<file path="config.mk">
export PLATFORM = sky130hd
export DESIGN_NAME = bcd_mod_counter
export DESIGN_NICKNAME = d
export VERILOG_FILES = /design/src/rtl/bcdcnt_pkg.sv /design/src/rtl/bcd_step.sv /design/src/rtl/chime_decode.sv /design/src/rtl/bcd_mod_counter.sv
export SDC_FILE = /design/constraint.sdc
export NUM_CORES = 1
export LEC_CHECK = 0
export ABC_AREA = 1
export BUFFER_PORTS_ARGS = -buffer_cell sky130_fd_sc_hd__buf_2
export CORE_ASPECT_RATIO = 0.5
export CORE_MARGIN = 2
export CORE_UTILIZATION = 55
export CTS_CLUSTER_SIZE = 20
export DETAILED_ROUTE_END_ITERATION = 8
export PLACE_DENSITY = 0.82
export SYNTH_ARGS = -nofsm -noshare
export SYNTH_HDL_FRONTEND = slang
export SYNTH_HIERARCHICAL = 1
export SYNTH_SLANG_ARGS = --single-unit
</file>
<file path="constraint.sdc">
create_clock -name clk -period 2.9 [get_ports clk]
set_clock_uncertainty 0.1 [all_clocks]
set_input_delay 0.58 -clock clk [delete_from_list [all_inputs] [get_ports clk]]
set_output_delay 0.58 -clock clk [all_outputs]
set_load 0.02 [all_outputs]
</file>
<file path="src/rtl/bcdcnt_pkg.sv">
package bcdcnt_pkg;

    typedef struct packed {
        logic [3:0] hi;
        logic [3:0] lo;
    } bcd2_t;

    localparam bcd2_t BCD_ZERO = '0;

    // Step a two-digit BCD value by one; the value after `last` is zero.
    function automatic bcd2_t bcd_inc(bcd2_t v, bcd2_t last);
        bcd2_t r;
        if (v == last) begin
            r = BCD_ZERO;
        end else if (v.lo == 4'd9) begin
            r.hi = v.hi + 4'd1;
            r.lo = 4'd0;
        end else begin
            r.hi = v.hi;
            r.lo = v.lo + 4'd1;
        end
        return r;
    endfunction

    function automatic bcd2_t to_bcd(int unsigned n);
        bcd2_t r;
        r.hi = 4'(n / 10);
        r.lo = 4'(n % 10);
        return r;
    endfunction

    function automatic logic [6:0] to_bin(bcd2_t v);
        return 7'(v.hi) * 7'd10 + 7'(v.lo);
    endfunction

endpackage

</file>
<file path="src/rtl/bcd_step.sv">
module bcd_step
    import bcdcnt_pkg::*;
#(
    parameter bcd2_t LAST = 8'h59
) (
    input  bcd2_t      cur,
    input  logic [1:0] amt,
    output bcd2_t      nxt,
    output logic       wrapped
);
    bcd2_t plus1;
    bcd2_t plus2;

    always_comb begin
        plus1 = bcd_inc(cur, LAST);
        plus2 = bcd_inc(plus1, LAST);
        unique case (amt)
            2'd0: begin
                nxt     = cur;
                wrapped = 1'b0;
            end
            2'd1: begin
                nxt     = plus1;
                wrapped = (cur == LAST);
            end
            default: begin
                nxt     = plus2;
                wrapped = (cur == LAST) || (plus1 == LAST);
            end
        endcase
    end
endmodule

</file>
<file path="src/rtl/chime_decode.sv">
module chime_decode
    import bcdcnt_pkg::*;
#(
    parameter int unsigned FIRST = 50,
    parameter int unsigned BEEPS = 5
) (
    input  bcd2_t val,
    output logic  lo_beep,
    output logic  hi_beep
);
    localparam logic [6:0] START = 7'(FIRST);
    localparam logic [6:0] STOP  = 7'(FIRST + 2 * BEEPS);

    logic [6:0] bin;
    logic [6:0] offs;

    always_comb begin
        bin     = to_bin(val);
        offs    = bin - START;
        lo_beep = (bin >= START) && (bin < STOP) && !offs[0];
        hi_beep = (bin == 7'd0);
    end
endmodule

</file>
<file path="src/rtl/bcd_mod_counter.sv">
module bcd_mod_counter
    import bcdcnt_pkg::*;
#(
    parameter int unsigned MODULUS     = 60,
    parameter int unsigned CHIME_FIRST = 50,
    parameter int unsigned CHIME_BEEPS = 5
) (
    input  logic       clk,
    input  logic       rst,
    input  logic       tick,
    input  logic       en,
    input  logic       clr,
    input  logic       key,
    input  logic       sel_alarm,
    output logic [3:0] cnt_hi,
    output logic [3:0] cnt_lo,
    output logic [3:0] alm_hi,
    output logic [3:0] alm_lo,
    output logic       carry,
    output logic       beep_lo,
    output logic       beep_hi
);
    localparam bcd2_t LAST = to_bcd(MODULUS - 1);

    bcd2_t      live_q;
    bcd2_t      live_nxt;
    bcd2_t      alarm_q;
    logic       wrap;
    logic       carry_q;
    logic [1:0] amt;

    // Enabled tick and time-mode key each contribute one step.
    assign amt = {1'b0, tick & en} + {1'b0, key & ~sel_alarm};

    bcd_step #(.LAST(LAST)) u_step (
        .cur     (live_q),
        .amt     (amt),
        .nxt     (live_nxt),
        .wrapped (wrap)
    );

    always_ff @(posedge clk) begin
        if (rst || clr) begin
            live_q  <= BCD_ZERO;
            carry_q <= 1'b0;
        end else begin
            live_q  <= live_nxt;
            carry_q <= wrap;
        end
    end

    always_ff @(posedge clk) begin
        if (rst) begin
            alarm_q <= BCD_ZERO;
        end else if (key && sel_alarm) begin
            alarm_q <= bcd_inc(alarm_q, LAST);
        end
    end

    chime_decode #(.FIRST(CHIME_FIRST), .BEEPS(CHIME_BEEPS)) u_chime (
        .val     (live_q),
        .lo_beep (beep_lo),
        .hi_beep (beep_hi)
    );

    assign cnt_hi = live_q.hi;
    assign cnt_lo = live_q.lo;
    assign alm_hi = alarm_q.hi;
    assign alm_lo = alarm_q.lo;
    assign carry  = carry_q;
endmodule

</file>
==> run summary, run 1 <==
=================================================================================
Placement Rows                                                                 14
Share of the core filled with cells                                        67.86%
DR iter-0 viols                                                               118
Number of global-route vias before repair                                    1528
Area growth from synthesis to final layout                                 18.75%
Die area                                                                 3582 um2
Maximum number of pins on one net before global-route repair                   12
Fraction of layout instances using a drive strength above 1                27.42%
Final worst setup slack                                                  90.77 ps
Primary flip-flop cell chosen by synthesis mapping                   sky130_fd_sc_hd__dfxtp_1
Final worst-path cycle share                                               96.87%
Effective utilization at floorplan                                         57.14%
Leading cell type in the layout, fill and taps excluded              sky130_fd_sc_hd__nand2_1
Unrepaired setup endpoints after global routing                              true
Largest fanout of any net on the critical path                                  2
Worst-case headroom to the max-slew limit                                  76.34%
Worst-path clk slew                                                         70 ps
Type of the tightest min-delay check                                 flip-flop to flip-flop
First-pass GRT wire length                                               6.299 mm
Count of cell types in the netlist                                             34
Post-synth EDFFs                                                                0
Die W                                                                    82.66 um
Post-detailed-route count of antenna-violating nets                             0
DRC violation count after routing                                               0
Max Transition Viols Final                                                      0
Worst endpoint required time                                              2220 ps
LEAKAGE                                                                  1.050 nW
Warnings, synthesis                                                             6
Number of nets produced by synthesis                                          290
Highest attainable clock frequency                                     0.3560 GHz
Number of diodes added for antenna fixing                                       0
Setup slack at placement                                                 238.4 ps
Routed vias                                                                  1735
Hold Vio Cnt, Final                                                             0
First drt pass iteration count                                                  4
Number of buffer cells added on primary ports                                  25
Core region area                                                         2978 um2
Total power                                                             0.4871 mW
Mean cell area of the mapped netlist                                    6.421 um2
Clock latency of the later-clocked register in the worst-skew pair         250 ps
Net count reported at finish                                                  325
Via density per instance                                                    5.118
Top library cells by usage in the layout, fill and taps aside        sky130_fd_sc_hd__nand2_1, sky130_fd_sc_hd__inv_1, sky130_fd_sc_hd__nor2_1, sky130_fd_sc_hd__buf_2, sky130_fd_sc_hd__nand3_1
Transition time of the tightest slew-check pin                           354.4 ps
Post-synthesis register bit count                                              17
# clock sinks                                                                  17
Clock tree from TritonCTS                                                     yes
Power density over the cells                                         241.1 nW/um2
Remaining global-route overflow                                                 0
Post-DP HPWL                                                             2.880 mm
Critical Path AT                                                          2130 ps
Launching element type of the critical path                             flip-flop
Tmin final                                                                2809 ps
Sequential element share of the synthesized area                           20.00%
Crit Path Class                                                      flip-flop to output port
Total routed wirelength                                                  3.705 mm
Clk Tree Root Cell                                                   sky130_fd_sc_hd__clkbuf_8
Share of flip-flops with an asynchronous set or reset                          0%
Routability congestion estimate                                            0.9161
Vert. Die Dim                                                            43.33 um
Quantity of hold-fixing buffers added after cts                                 0
Final Setup Violations                                                          0
Cell count after synthesis                                                    265
Number of placed I/O pins                                                      26
Maximum count of clock buffers along a single path                              2
Number of antenna violations at the first check in global routing               0
Endpoint kind of the worst setup timing path                          output port
Max-cap violations                                                              0
Depth of the CTS H-tree                                                         1
Post-synthesis instance area                                             1702 um2
Max rail drop VDD                                                       0.2539 mV
Overall Global Routing Usage                                               22.63%
Detail-routed net length per standard cell                               10.93 um
Outcome                                                                 completed
Total clock buffers created by CTS                                              3
=================================================================================
-- layer usage --
metal,vias to the layer above,track usage [%],part of all wire (%)
met2,52,37.74,47
met3,6,5.417,5.6
met4,0,6.557,0.92
met1,786,29.61,47
met5,-,0,0
li1,891,-,-
-- worst paths after layout --
kind / slack, ps / from / cells past startpoint / to
worst max-delay path: 90 / cnt_hi[1]$_SDFF_PP0_ / 10 / beep_lo
worst min-delay path: 460 / alm_hi[3]$_SDFFE_PP0P_ / 3 / alm_hi[3]$_SDFFE_PP0P_
worst min register to register: 460 / alm_hi[3]$_SDFFE_PP0P_ / 3 / alm_hi[3]$_SDFFE_PP0P_
worst max register to register: 400 / cnt_hi[1]$_SDFF_PP0_ / 18 / cnt_hi[1]$_SDFF_PP0_
-- report_power, final --
part / total, mW / switching (mW) / internal, mW / leakage [nW]
combinational: 0.0631 / 0.0413 / 0.0218 / 0.889
clock: 0.181 / 0.0845 / 0.0967 / 0.0217
sequential: 0.243 / 0.00608 / 0.237 / 0.139
-- sequential cells by signal (all words and copies together) (netlist names) --
name	count
cnt_lo	4
alm_lo	4
cnt_hi	4
carry	1
alm_hi	4
-- cells in the mapped netlist (2+ instances only) --
master                     count  area share, %
sky130_fd_sc_hd__a21oi_1       3           0.88
sky130_fd_sc_hd__a21oi_2       2            1.0
sky130_fd_sc_hd__dfxtp_1      17             20
sky130_fd_sc_hd__fa_1          2            2.4
sky130_fd_sc_hd__ha_1         16             12
sky130_fd_sc_hd__inv_1        46             10
sky130_fd_sc_hd__inv_2         6            1.3
sky130_fd_sc_hd__nand2_1      64             14
sky130_fd_sc_hd__nand2_2      10            3.7
sky130_fd_sc_hd__nand2_4       3            2.0
sky130_fd_sc_hd__nand3_1      24            7.1
sky130_fd_sc_hd__nand3b_1      2           0.88
sky130_fd_sc_hd__nand4_1       3            1.1
sky130_fd_sc_hd__nor2_1       31            6.8
sky130_fd_sc_hd__nor2_2        4            1.5
sky130_fd_sc_hd__nor2_4        4            2.6
sky130_fd_sc_hd__o211ai_1      2           0.88
sky130_fd_sc_hd__o21ai_0       3           0.88
sky130_fd_sc_hd__o21ai_1       4            1.2
sky130_fd_sc_hd__o21ai_2       2            1.0
sky130_fd_sc_hd__o22ai_1       2           0.74
sky130_fd_sc_hd__xnor2_1       2            1.0
sky130_fd_sc_hd__xor2_1        2            1.0
-- timing repair --
action,in CTS,in global routing
hold endpoints to repair,0,0
setup endpoints to repair,2,2
buffers inserted,0,1
pin swaps,3,8
resized for setup,5,9
-- kinds of logic (layout without fill, tap and decap cells) --
logic type	Yosys count	after routing	share of synthesized area (%)
xor gates and xnor gates	4	4	2.059
buffers and inverters	54	88	12.13
and+or+nand+nor	149	149	42.65
DFF	17	17	20.00
adders and majority gates	18	18	14.12
AOI/OAI and AO/OA	23	23	9.044
-- worst max-delay path: stages (launching register included) --
cell and delay (ps):
sky130_fd_sc_hd__dfxtp_2 340, sky130_fd_sc_hd__ha_4 240, sky130_fd_sc_hd__ha_4 150, sky130_fd_sc_hd__fa_2 550, sky130_fd_sc_hd__buf_6 100, sky130_fd_sc_hd__nand3b_1 90
sky130_fd_sc_hd__nand2_1 80, sky130_fd_sc_hd__inv_1 60, sky130_fd_sc_hd__nand2_1 50, sky130_fd_sc_hd__nor2_1 80, sky130_fd_sc_hd__buf_4 140
-- layout make-up --
type / instances / area, um2
inverters: 53 / 201.4
clock buffers: 3 / 41.29
multi-input cells: 194 / 1197
well taps: 40 / 50.05
clock inverters: 1 / 7.507
repair buffers: 31 / 178.9
fillers: 253 / 957.2
flip-flops and latches: 17 / 344.1
-- per-stage QoR --
| stage | setup TNS, ps | area, um2 | std cells | hold WS [ps] |
|---|---|---|---|---|
| after floorplan | 0 | 1702 | 265 | 502.4 |
| after global placement | 0 | 1909 | 334 | 434.0 |
| after detailed placement | 0 | 1909 | 334 | 437.0 |
| after CTS | 0 | 1979 | 338 | 465.5 |
| after global routing | -5.334 | 2021 | 339 | 490.7 |
| final | 0 | 2021 | 339 | 462.9 |
No activity file was read; power rests on OpenSTA's default activity.
==> run 2, diff against run 1 <==
--- a/config.mk
+++ b/config.mk
@@ -6,9 +6,9 @@
 export NUM_CORES = 1
 export LEC_CHECK = 0
 export ABC_AREA = 1
-export BUFFER_PORTS_ARGS = -buffer_cell sky130_fd_sc_hd__buf_2
+export BUFFER_PORTS_ARGS = -buffer_cell sky130_fd_sc_hd__buf_4
 export CORE_ASPECT_RATIO = 0.5
-export CORE_MARGIN = 2
+export CORE_MARGIN = 3
 export CORE_UTILIZATION = 55
 export CTS_CLUSTER_SIZE = 20
 export DETAILED_ROUTE_END_ITERATION = 8
==> run summary, run 2 (synthesized netlist as in run 1, its figures left out) <==
=================================================================================
Effective utilization at floorplan                                         61.54%   +4.4 points
Register share of total power                                               48.8%   -1.1 points
First drt pass iteration count                                                  4   unchanged
Total power                                                             0.4971 mW   +2.0%
Internal power consumption                                              0.3587 mW   +0.97%
Type of the tightest min-delay check                                 flip-flop to flip-flop
Overall Global Routing Usage                                               21.03%   -1.6 points
DR iter-0 viols                                                               130   +10%
DRC violation count after routing                                               0   unchanged
Setup TNS                                                                    0 ps   unchanged
Area growth from synthesis to final layout                                 21.54%
Remaining global-route overflow                                                 0   unchanged
Die W                                                                    84.66 um   +2.4%
First-pass GRT wire length                                               6.465 mm   +2.6%
Routability congestion estimate                                            0.9518   +3.9%
Total net switching power                                               0.1384 mW   +4.9%
Number of global-route vias before repair                                    1550   +1.4%
Relative contribution of the clock network to total power                   37.5%   +0.3 points
Worst-path clk slew                                                         80 ps   about the same
Max-cap violations                                                              0   unchanged
Share of total power consumed by net switching                             27.84%   +0.76 points
Number of diodes added for antenna fixing                                       0   unchanged
Maximum count of clock buffers along a single path                              2   unchanged
Critical Path AT                                                          2100 ps   -30 ps
Tmin final                                                                2778 ps   -31.62 ps
Leading cell type in the layout, fill and taps excluded              sky130_fd_sc_hd__nand2_1
Clk Tree Root Cell                                                   sky130_fd_sc_hd__clkbuf_8
Power density over the cells                                         240.3 nW/um2   -0.30%
Total routed wirelength                                                  3.855 mm   +4.0%
Post-DP HPWL                                                             3.041 mm   +5.6%
Depth of the CTS H-tree                                                         1   unchanged
Maximum number of pins on one net before global-route repair                   12   unchanged
Clock latency of the later-clocked register in the worst-skew pair         260 ps   about the same
Detail-routed net length per standard cell                               11.47 um   +5.0%
LEAKAGE                                                                  1.056 nW   +0.59%
Max Transition Viols Final                                                      0   unchanged
Number of placed I/O pins                                                      26   unchanged
Die area                                                                 3838 um2   +7.1%
Net count reported at finish                                                  325   unchanged
Placement Rows                                                                 13   -1
Max rail drop VDD                                                       0.2653 mV   +4.5%
Unrepaired setup endpoints after global routing                             false
Worst-case headroom to the max-slew limit                                  74.39%   -1.9 points
# clock sinks                                                                  17   unchanged
Number of antenna violations at the first check in global routing               0   unchanged
Vert. Die Dim                                                            45.33 um   +4.6%
Number of buffer cells added on primary ports                                  25   unchanged
Worst endpoint required time                                              2220 ps   about the same
Crit Path Class                                                      flip-flop to output port
Routed vias                                                                  1702   -1.9%
Transition time of the tightest slew-check pin                           383.6 ps   +29.15 ps
Hold Vio Cnt, Final                                                             0   unchanged
Final Setup Violations                                                          0   unchanged
Outcome                                                                 completed
Final worst-path cycle share                                               95.78%   -1.1 points
Largest fanout of any net on the critical path                                  3   +1
Post-detailed-route count of antenna-violating nets                             0   unchanged
Via density per instance                                                    5.065   -1.0%
Total clock buffers created by CTS                                              3   unchanged
Launching element type of the critical path                             flip-flop
Endpoint kind of the worst setup timing path                          output port
Clock tree from TritonCTS                                                     yes
Fraction of layout instances using a drive strength above 1                27.09%   -0.33 points
Top library cells by usage in the layout, fill and taps aside        sky130_fd_sc_hd__nand2_1, sky130_fd_sc_hd__inv_1, sky130_fd_sc_hd__buf_4, sky130_fd_sc_hd__nor2_1, sky130_fd_sc_hd__nand3_1
Highest attainable clock frequency                                     0.3600 GHz   +1.1%
Core region area                                                         2765 um2   -7.1%
Fraction of power consumed by combinational cells                           13.6%   +0.6 points
=================================================================================
==> run 2: area by class of cell <==
class | count | area (um2)
clock inverter | 1 | 7.507
tap | 37 | 46.29
inverter | 53 | 201.4
multi-input combinational | 194 | 1192
sequential | 17 | 346.6
timing repair buffer | 31 | 232.7
clock buffer | 3 | 41.29
fill | 227 | 696.9
==> run 2: worst max-delay path, stage by stage, from the launching register on <==
cell and delay [ps]:
sky130_fd_sc_hd__dfxtp_2 340, sky130_fd_sc_hd__ha_4 240, sky130_fd_sc_hd__ha_4 150, sky130_fd_sc_hd__fa_1 530, sky130_fd_sc_hd__nand2_2 90, sky130_fd_sc_hd__nor2_2 70
sky130_fd_sc_hd__nand2_1 60, sky130_fd_sc_hd__nand3_2 70, sky130_fd_sc_hd__nand3_2 60, sky130_fd_sc_hd__nor2_1 80, sky130_fd_sc_hd__buf_4 140
==> run 2: timing repair <==
item                                    in CTS  in global routing
resized for setup                            4                  7
setup buffers                                0                  1
endpoints found under the setup margin       1                  2
hold buffers                                 0                  0
gates cloned                                 0                  0
pin swaps                                    5                  7
hold endpoints to repair                     0                  0
==> run 2: worst paths after layout <==
kind	slack (ps)	to	cells after the start	from
setup reg to reg	480	cnt_hi[1]$_SDFF_PP0_	18	cnt_hi[1]$_SDFF_PP0_
setup / recovery	120	beep_lo	10	cnt_hi[3]$_SDFF_PP0_
hold reg to reg	470	alm_lo[2]$_SDFFE_PP0P_	2	alm_lo[2]$_SDFFE_PP0P_
hold / removal	470	alm_lo[2]$_SDFFE_PP0P_	2	alm_lo[2]$_SDFFE_PP0P_
==> run 2: routing by layer <==
metal	share of wire (%)	vias up	track usage (%)	wire length, um
met3	6.6	4	4.372	253
met5	0	-	0	0
met2	48	55	38.57	1863
met1	45	747	26.12	1716
li1	-	896	-	-
met4	0.60	0	4.732	23
==> run 2: power by group through the flow <==
stage                     combinational, mW  clock [mW]  sequential [mW]
after floorplan                      0.0412           0            0.251
after global placement               0.0661           0            0.248
after detailed placement             0.0669           0            0.248
after CTS                            0.0674       0.192            0.243
after global routing                 0.0745       0.202            0.244
final                                0.0678       0.186            0.243
==> run 2: stage by stage <==
stage	cell area, um2	instances	worst slack [ps]	utilization (%)	hold slack [ps]
2_1_floorplan	1702	265	31.28	-	502.4
3_3_place_gp	1968	331	322.8	71.18	439.4
3_5_place_dp	1968	331	247.0	71.18	448.5
4_1_cts	2031	335	2.232	73.44	467.2
5_1_grt	2068	336	4.793	74.80	509.1
6_report	2068	336	122.4	74.80	466.4
==> run 3, diff against run 2 <==
--- a/config.mk
+++ b/config.mk
@@ -9,10 +9,10 @@
 export BUFFER_PORTS_ARGS = -buffer_cell sky130_fd_sc_hd__buf_4
 export CORE_ASPECT_RATIO = 0.5
 export CORE_MARGIN = 3
-export CORE_UTILIZATION = 55
+export CORE_UTILIZATION = 52
 export CTS_CLUSTER_SIZE = 20
 export DETAILED_ROUTE_END_ITERATION = 8
-export PLACE_DENSITY = 0.82
+export PLACE_DENSITY = 0.81
 export SYNTH_ARGS = -nofsm -noshare
 export SYNTH_HDL_FRONTEND = slang
 export SYNTH_HIERARCHICAL = 1
==> constraint.sdc (replaced) <==
create_clock -name clk -period 2.4 [get_ports clk]
set_clock_uncertainty 0.1 [all_clocks]
set_input_delay 0.48 -clock clk [delete_from_list [all_inputs] [get_ports clk]]
set_output_delay 0.48 -clock clk [all_outputs]
set_load 0.02 [all_outputs]
==> run summary, run 3 (synthesized netlist as in run 1, its figures left out) <==
========================================================================================
Die area                                                                        4037 um2   +5.2%
Routed vias                                                                         1786   +4.9%
Via density per instance                                                           5.238   +3.4%
Final worst setup slack                                                        -356.0 ps   -478.4 ps
Setup slack at placement                                                       -102.6 ps   -349.6 ps
Remaining global-route overflow                                                        0   unchanged
Total clock buffers created by CTS                                                     3   unchanged
Vert. Die Dim                                                                   46.45 um   +2.5%
Crit Path Class                                                             flip-flop to output port
Unrepaired setup endpoints after global routing                                     true
Worst-case headroom to the max-slew limit                                         80.82%   +6.4 points
Critical Path AT                                                                 2180 ps   +80 ps
Category of cells accounting for the largest share of critical-path delay    adder cells
Endpoint kind of the worst setup timing path                                 output port
Fraction of layout instances using a drive strength above 1                       30.26%   +3.2 points
Launching element type of the critical path                                    flip-flop
# clock sinks                                                                         17   unchanged
Share of the core filled with cells                                               75.38%   +0.59 points
Hold Vio Cnt, Final                                                                    0   unchanged
Effective utilization at floorplan                                                59.78%   -1.8 points
Quantity of hold-fixing buffers added after cts                                        0   unchanged
Net count reported at finish                                                         330   +1.5%
LEAKAGE                                                                         1.086 nW   +2.9%
Critical Path, Cell by Cell                                                 ha_4 > ha_4 > fa_1 > nand2_2 > nor2_2 > nand2_1 > nand3_2 > nand2_1 > nor2_4 > buf_6
Post-DP HPWL                                                                    3.320 mm   +9.2%
Core region area                                                                2846 um2   +2.9%
Highest attainable clock frequency                                            0.3628 GHz
Power density over the cells                                                279.4 nW/um2   +16%
Non-filler cells, final                                                              341   +1.5%
Crit path max-delay cell type                                               sky130_fd_sc_hd__fa_1
Final worst-path cycle share                                                      114.8%
Hold Slack                                                                      430.7 ps   -35.66 ps
Post-detailed-route count of antenna-violating nets                                    0   unchanged
Worst endpoint required time                                                     1820 ps   -400 ps
First drt pass iteration count                                                         4   unchanged
Number of global-route vias before repair                                           1698   +9.5%
Max-cap violations                                                                     0   unchanged
Critical Path Max Stage Delay                                                     530 ps   about the same
Worst-path clk slew                                                                70 ps   about the same
Maximum count of clock buffers along a single path                                     2   unchanged
Max rail drop VDD                                                              0.2638 mV   -0.57%
Number of antenna violations at the first check in global routing                      0   unchanged
Outcome                                                                     finished, violations left
Maximum number of pins on one net before global-route repair                          10   -2
Die W                                                                           86.90 um   +2.6%
Depth of the CTS H-tree                                                                1   unchanged
Clock latency of the later-clocked register in the worst-skew pair                250 ps   about the same
Type of the tightest min-delay check                                        primary input to flip-flop
Leading cell type in the layout, fill and taps excluded                     sky130_fd_sc_hd__nand2_1
Area growth from synthesis to final layout                                        26.10%
Final Setup Violations                                                                 2   +2
Tmin final                                                                       2756 ps
Largest fanout of any net on the critical path                                         3   unchanged
Routability congestion estimate                                                   0.8938   -6.1%
Max Transition Viols Final                                                             0   unchanged
Detail-routed net length per standard cell                                      12.32 um   +7.4%
Clock tree from TritonCTS                                                            yes
Total routed wirelength                                                         4.202 mm   +9.0%
Transition time of the tightest slew-check pin                                  286.7 ps   -96.89 ps
Top library cells by usage in the layout, fill and taps aside               sky130_fd_sc_hd__nand2_1, sky130_fd_sc_hd__inv_1, sky130_fd_sc_hd__buf_4, sky130_fd_sc_hd__nor2_1, sky130_fd_sc_hd__nand3_1
First-pass GRT wire length                                                      7.086 mm   +9.6%
Failing checks                                                              negative setup slack
DR iter-0 viols                                                                       95   -27%
Overall Global Routing Usage                                                      22.20%   +1.2 points
Total placed cells including tap cells                                               335   +1.2%
Clk Tree Root Cell                                                          sky130_fd_sc_hd__clkbuf_8
DRC violation count after routing                                                      0   unchanged
Number of buffer cells added on primary ports                                         25   unchanged
Number of diodes added for antenna fixing                                              0   unchanged
Number of placed I/O pins                                                             26   unchanged
Placement Rows                                                                        13   unchanged
Buffers & Inverters on Critical Path                                                   1   unchanged
========================================================================================
-- run 3: cell types whose count changed in the layout (fill, tap and decap cells not counted), sizes merged --
cell,previous run,this run
clkbuf,3,4
clkinvlp,1,0
buf,31,36
-- run 3: tightest hold or removal path: stages --
cell and delay [ps]:
sky130_fd_sc_hd__buf_4 80, sky130_fd_sc_hd__inv_1 60, sky130_fd_sc_hd__o21ai_0 80, sky130_fd_sc_hd__nor2_1 40
-- run 3: final cells by class --
type                            instances  area (um2)
Inverter                               53       201.4
Tap cell                               37       46.29
Clock buffer                            4       45.04
Multi-Input combinational cell        194        1220
Timing Repair Buffer                   36       281.5
Sequential cell                        17       351.6
Fill cell                             226       700.7
-- run 3: repair_timing --
item	in CTS	in global routing
cloned	0	0
setup buffers	0	2
pin swaps	3	1
endpoints found under the setup margin	2	7
gates resized for setup	2	5
-- run 3: report_power, final --
group | total (mW) | internal [mW] | leakage, nW | switching, mW
logic | 0.0908 | 0.0356 | 0.923 | 0.0552
registers | 0.290 | 0.284 | 0.141 | 0.00587
clock network | 0.219 | 0.118 | 0.0228 | 0.101
-- run 3: per-layer routing --
layer / vias up / share of wire [%] / track usage, % / wire length [um]
met3: 8 / 4.9 / 4.643 / 206
li1: 903 / - / - / -
met5: - / 0 / 0 / 0
met4: 0 / 1.1 / 4.037 / 45
met2: 55 / 49 / 43.59 / 2078
met1: 820 / 45 / 25.61 / 1872
-- run 3: final timing paths --
kind	from	endpoint	slack, ps	cells past startpoint
worst min-delay path	rst	alm_hi[1]$_SDFFE_PP0P_	430	4
worst min register to register	alm_hi[3]$_SDFFE_PP0P_	alm_hi[3]$_SDFFE_PP0P_	450	3
worst max-delay path	cnt_hi[3]$_SDFF_PP0_	beep_hi	-360	10
worst max register to register	cnt_hi[1]$_SDFF_PP0_	cnt_hi[1]$_SDFF_PP0_	200	18
-- run 3: stage by stage --
step / power [mW] / area, um2 / setup TNS [ps]
after floorplan: 0.3532 / 1765 / 0
after global placement: 0.3814 / 2062 / -29.08
after detailed placement: 0.3850 / 2062 / -187.7
after CTS: 0.6006 / 2115 / -652.4
after global routing: 0.6245 / 2146 / -850.5
final: 0.5996 / 2146 / -705.3
